File: src/rtl/booth_r4_pkg.sv
`timescale 1ns/1ps
package booth_r4_pkg;
  // Signed digit chosen by one recoding window
  typedef enum logic [2:0] {
    DIG_ZERO = 3'd0,
    DIG_P1   = 3'd1,
    DIG_P2   = 3'd2,
    DIG_N1   = 3'd3,
    DIG_N2   = 3'd4
  } booth_digit_e;
endpackage

File: src/rtl/booth_r4_recode.sv
`timescale 1ns/1ps
// Maps a three-bit window {upper, middle, lower} to a signed digit
module booth_r4_recode
  import booth_r4_pkg::*;
(
  input  logic [2:0]   window,
  output booth_digit_e digit
);
  always_comb begin
    unique case (window)
      3'b001, 3'b010: digit = DIG_P1;
      3'b011:         digit = DIG_P2;
      3'b100:         digit = DIG_N2;
      3'b101, 3'b110: digit = DIG_N1;
      default:        digit = DIG_ZERO;
    endcase
  end
endmodule

File: src/rtl/booth_r4_multiple.sv
`timescale 1ns/1ps
// Forms the selected signed multiple of the multiplicand, sign-extended
module booth_r4_multiple
  import booth_r4_pkg::*;
#(
  parameter int unsigned N = 8
) (
  input  logic [N-1:0]  mcand,
  input  booth_digit_e  digit,
  output logic [N+1:0]  addend
);
  localparam int unsigned AW = N + 2;

  logic [AW-1:0] once;
  logic [AW-1:0] twice;

  assign once  = {{2{mcand[N-1]}}, mcand};
  assign twice = {mcand[N-1], mcand, 1'b0};

  always_comb begin
    unique case (digit)
      DIG_P1:  addend = once;
      DIG_P2:  addend = twice;
      DIG_N1:  addend = ~once + AW'(1);
      DIG_N2:  addend = ~twice + AW'(1);
      default: addend = '0;
    endcase
  end
endmodule

File: src/rtl/booth_r4_seq.sv
`timescale 1ns/1ps
// Step sequencer: accepts start while idle, counts STEPS iterations
module booth_r4_seq #(
  parameter int unsigned STEPS = 4
) (
  input  logic clk,
  input  logic rst_n,
  input  logic start,
  output logic load,
  output logic step,
  output logic last,
  output logic busy,
  output logic done
);
  localparam int unsigned CW = (STEPS > 1) ? $clog2(STEPS) : 1;

  logic [CW-1:0] cnt;

  assign load = start & ~busy;
  assign step = busy;
  assign last = busy && (cnt == CW'(STEPS - 1));

  always_ff @(posedge clk or negedge rst_n) begin
    if (!rst_n) begin
      busy <= 1'b0;
      cnt  <= '0;
      done <= 1'b0;
    end else begin
      done <= last;
      if (load) begin
        busy <= 1'b1;
        cnt  <= '0;
      end else if (busy) begin
        cnt <= cnt + CW'(1);
        if (last) busy <= 1'b0;
      end
    end
  end
endmodule

File: src/rtl/booth_r4_mult.sv
`timescale 1ns/1ps
// Signed radix-4 Booth multiplier, two multiplier bits per clock
module booth_r4_mult
  import booth_r4_pkg::*;
#(
  parameter int unsigned N = 8
) (
  input  logic           clk,
  input  logic           rst_n,
  input  logic           start,
  input  logic [N-1:0]   mcand,
  input  logic [N-1:0]   mplier,
  output logic [2*N-1:0] product,
  output logic           done
);
  localparam int unsigned STEPS = N / 2;
  localparam int unsigned AW    = N + 2;

  logic          load, step, last, busy;
  logic [AW-1:0] acc;
  logic [N-1:0]  qreg;
  logic          qm1;
  logic [N-1:0]  mreg;
  booth_digit_e  dig;
  logic [AW-1:0] addend;
  logic [AW-1:0] sum;
  logic [AW-1:0] acc_nx;
  logic [N-1:0]  q_nx;

  booth_r4_seq #(.STEPS(STEPS)) i_seq (
    .clk  (clk),
    .rst_n(rst_n),
    .start(start),
    .load (load),
    .step (step),
    .last (last),
    .busy (busy),
    .done (done)
  );

  booth_r4_recode i_recode (
    .window({qreg[1:0], qm1}),
    .digit (dig)
  );

  booth_r4_multiple #(.N(N)) i_multiple (
    .mcand (mreg),
    .digit (dig),
    .addend(addend)
  );

  assign sum    = acc + addend;
  assign acc_nx = {{2{sum[AW-1]}}, sum[AW-1:2]};

  generate
    if (N == 2) begin : g_q_narrow
      assign q_nx = sum[1:0];
    end else begin : g_q_wide
      assign q_nx = {sum[1:0], qreg[N-1:2]};
    end
  endgenerate

  always_ff @(posedge clk or negedge rst_n) begin
    if (!rst_n) begin
      acc  <= '0;
      qreg <= '0;
      qm1  <= 1'b0;
      mreg <= '0;
    end else if (load) begin
      acc  <= '0;
      qreg <= mplier;
      qm1  <= 1'b0;
      mreg <= mcand;
    end else if (step) begin
      acc  <= acc_nx;
      qreg <= q_nx;
      qm1  <= qreg[1];
    end
  end

  always_ff @(posedge clk or negedge rst_n) begin
    if (!rst_n)    product <= '0;
    else if (last) product <= {acc_nx[N-1:0], q_nx};
  end
endmodule

File: config.mk
export PLATFORM = sky130hd
export DESIGN_NAME = booth_r4_mult
export DESIGN_NICKNAME = d
export VERILOG_FILES = /design/src/rtl/booth_r4_pkg.sv /design/src/rtl/booth_r4_recode.sv /design/src/rtl/booth_r4_multiple.sv /design/src/rtl/booth_r4_seq.sv /design/src/rtl/booth_r4_mult.sv
export SDC_FILE = /design/constraint.sdc
export NUM_CORES = 1
export LEC_CHECK = 0
export BUFFER_PORTS_ARGS = -buffer_cell sky130_fd_sc_hd__buf_4
export CORE_ASPECT_RATIO = 1.5
export CORE_MARGIN = 3
export CORE_UTILIZATION = 50
export CTS_CLUSTER_DIAMETER = 120
export CTS_CLUSTER_SIZE = 12
export DETAILED_ROUTE_END_ITERATION = 7
export PLACE_DENSITY_LB_ADDON = 0.1
export SKIP_CTS_REPAIR_TIMING = 1
export SLEW_MARGIN = 5
export SYNTH_ARGS = -nofsm -noshare
export SYNTH_HDL_FRONTEND = slang
export SYNTH_HIERARCHICAL = 1
export SYNTH_SLANG_ARGS = --single-unit
File: constraint.sdc
create_clock -name clk -period 3.7 [get_ports clk]
set_input_delay 0.37 -clock clk [delete_from_list [all_inputs] [get_ports clk]]
set_output_delay 0.37 -clock clk [all_outputs]
set_load 0.03 [all_outputs]
==> summary.md <==
| Metric | Value |
|---|---|
| Run status | `finished, final reports clean` |
| H-tree Lvls | `2` |
| Initial Util | `52.0%` |
| Worst r2r src | `mreg[0]` |
| Via Count | `2250` |
| Remaining antenna violation count | `0` |
| Final Hold Viols | `0` |
| Die Ht | `98.9 um` |
| Inst Count DP | `373` |
| Mapped cell area | `2880 um2` |
| Routability cong. | `0.885` |
| Worst slew pin tran | `0.713 ns` |
| Post-synth cell types | `61` |
| Synth Register Bits | `45` |
| Post-synth top area share | `39.2%` |
| Core area | `5530 um2` |
| Reg2reg path depth | `12` |
| Fin crit period | `3.34 ns` |
| Top-Level Pins | `36` |
| Non-Filler Instances | `381` |
| Data arrival, critical path | `3.53 ns` |
| Vias in the first global route | `2225` |
| Syn nets | `317` |
| Post-synthesis cell count | `286` |
| Clock slew at reported path FFs | `0.09 ns` |
| Synthesis warning total | `6` |
| CTS sink cnt | `45` |
| Setup TNS | `0 ns` |
| Total GRT Usage | `19.4%` |
| RR Endpoint | `acc[8]` |
| Antenna violations before repair | `0` |
| Most frequent cell after synthesis | `dfrtp_1` |
| Reg2reg setup slack | `0.36 ns` |
| Post-DP HPWL | `4250 um` |
| Most used DFF post-synth | `dfrtp_1` |
| Synth top cells by count | `45 x dfrtp_1, 21 x mux2_2, 20 x o21ai_0` |
| CTS tree | `yes` |
| Layout area overhead | `13.9%` |
| Critical-path maximum fanout | `7` |
| First-pass GRT wire length | `10100 um` |
| Post-synth EDFFs | `0` |
| Total CTS buffers | `5` |
| Avg Inst Size Synth | `10.1 um2` |
| Largest area contributor in the netlist | `dfrtp_1` |
| Post-synthesis sequential area ratio | `39.2%` |
| Crit path required time | `3.89 ns` |
| Max-cap violations | `0` |
| Routed wire per std cell | `15.5 um` |
| Fmax | `0.300 GHz` |
| Top cells by area, synth | `dfrtp_1 39%, mux2_2 8.2%, ha_1 4.8%` |
| Worst Setup Path Type | `flip-flop to flip-flop` |
| Worst Hold Class | `input port to async pin` |
| RSZ-0062 raised after global routing | `no` |
| Drt first pass iters | `4` |
| Max Root-Sink Buffers | `2` |
| Antenna Cells | `0` |
| CP endpoint kind | `flip-flop` |
| Final setup viols | `0` |
| Post-synthesis async set-or-reset flop share | `100%` |
| I/O Buffers | `35` |
| Share of cells above drive strength 1 | `26.4%` |
| Post-place setup slack | `0.363 ns` |
| Period Utilization, post-route | `90.2%` |
| Die Area | `6720 um2` |
| Initial drt markers | `129` |
| Worst setup margin | `0.363 ns` |
| Root Driver | `clkbuf_8` |
| Clock latency on the worst-skew pair | `0.30 ns` |
| DRT Wirelength | `5900 um` |
| Rel. slew slack | `52.4%` |
| Setup Skew | `0.0117 ns` |
| DRC | `0` |
| Max Slew Vio Count | `0` |
| CP Launch Type | `flip-flop` |
| Die width | `67.9 um` |
| Via/cell ratio | `5.91` |
| Gr ovfl total | `0` |
| Std-Cell Rows | `33` |
| Largest net degree at the start of global routing | `46` |
| NumNets Final | `341` |
-- kinds of logic after synthesis --
kind of cell,synth area share (%)
and+or+nand+nor,16.3
AOI/OAI and AO/OA,16.9
DFF,39.2
muxes,13.3
buffers and inverters,4.26
xor gates and xnor gates,4.57
adders and majority gates,5.48
-- worst max-delay path by stage --
stage | startpoint | endpoint | slack (ns) | cells after the start
2_1_floorplan | qreg[0] | product[15] | 0.37 | 15
3_3_place_gp | mreg[0] | acc[8] | 0.39 | 12
3_5_place_dp | mreg[0] | product[15] | 0.36 | 12
4_1_cts | mreg[0] | product[15] | 0.36 | 12
5_1_grt | mreg[0] | acc[8] | 0.06 | 12
6_report | mreg[0] | acc[8] | 0.36 | 12
-- layer usage --
metal / vias to the layer above / share of wire (%) / track usage [%]
li1: 1097 / - / -
met1: 1097 / 44 / 24.3
met2: 43 / 51 / 32.4
met3: 13 / 3.6 / 2.74
met4: 0 / 2.1 / 8.73
met5: - / 0 / 0
-- registers in the layout (all words and copies together) (netlist names) --
signal and cells:
acc 8, i_seq/busy 1, i_seq/cnt 2, i_seq/done 1, mreg 8, product 16, qm1 1, qreg 8
-- cell type report --
type,instances,area (um2)
tap,70,87.6
fill,515,2260
timing repair buffer,39,293
clock inverter,3,50.0
clock buffer,5,68.8
sequential,45,1130
inverter,6,22.5
multi-input combinational,213,1630
-- per-stage QoR --
stage | instance area (um2) | utilization, % | hold slack [ns]
global route | 3270 | 59.2 | 0.0830
floorplan | 2880 | - | 0.0744
detailed placement | 3160 | 57.0 | 0.415
global placement | 3160 | 57.0 | 0.416
CTS | 3270 | 59.2 | 0.0800
finish | 3270 | 59.2 | 0.0539
-- cells in the final DEF, fill, tap and decap left out, types with 6 or more instances in the layout --
cell	count
dfrtp_1	45
buf_4	39
mux2_2	21
o21ai_0	19
nand2_1	17
nor2_1	16
a21oi_1	14
mux2i_1	13
ha_1	11
xnor2_1	10
inv_1	6
-- worst max-delay path: stages, from the launching register on --
cell and delay (ns):
dfrtp_1 0.45, inv_1 0.10, ha_1 0.18, or3b_2 0.53
nor3_1 0.26, a311oi_1 0.16, a211o_1 0.25, ha_1 0.35
nand4_1 0.12, nor4b_1 0.24, or2_1 0.28, mux2i_1 0.23
nand3_1 0.09
Power is left out: the tool's default activity adds up to more than one toggle a clock period on the data nets, which glitch-free logic cannot reach.
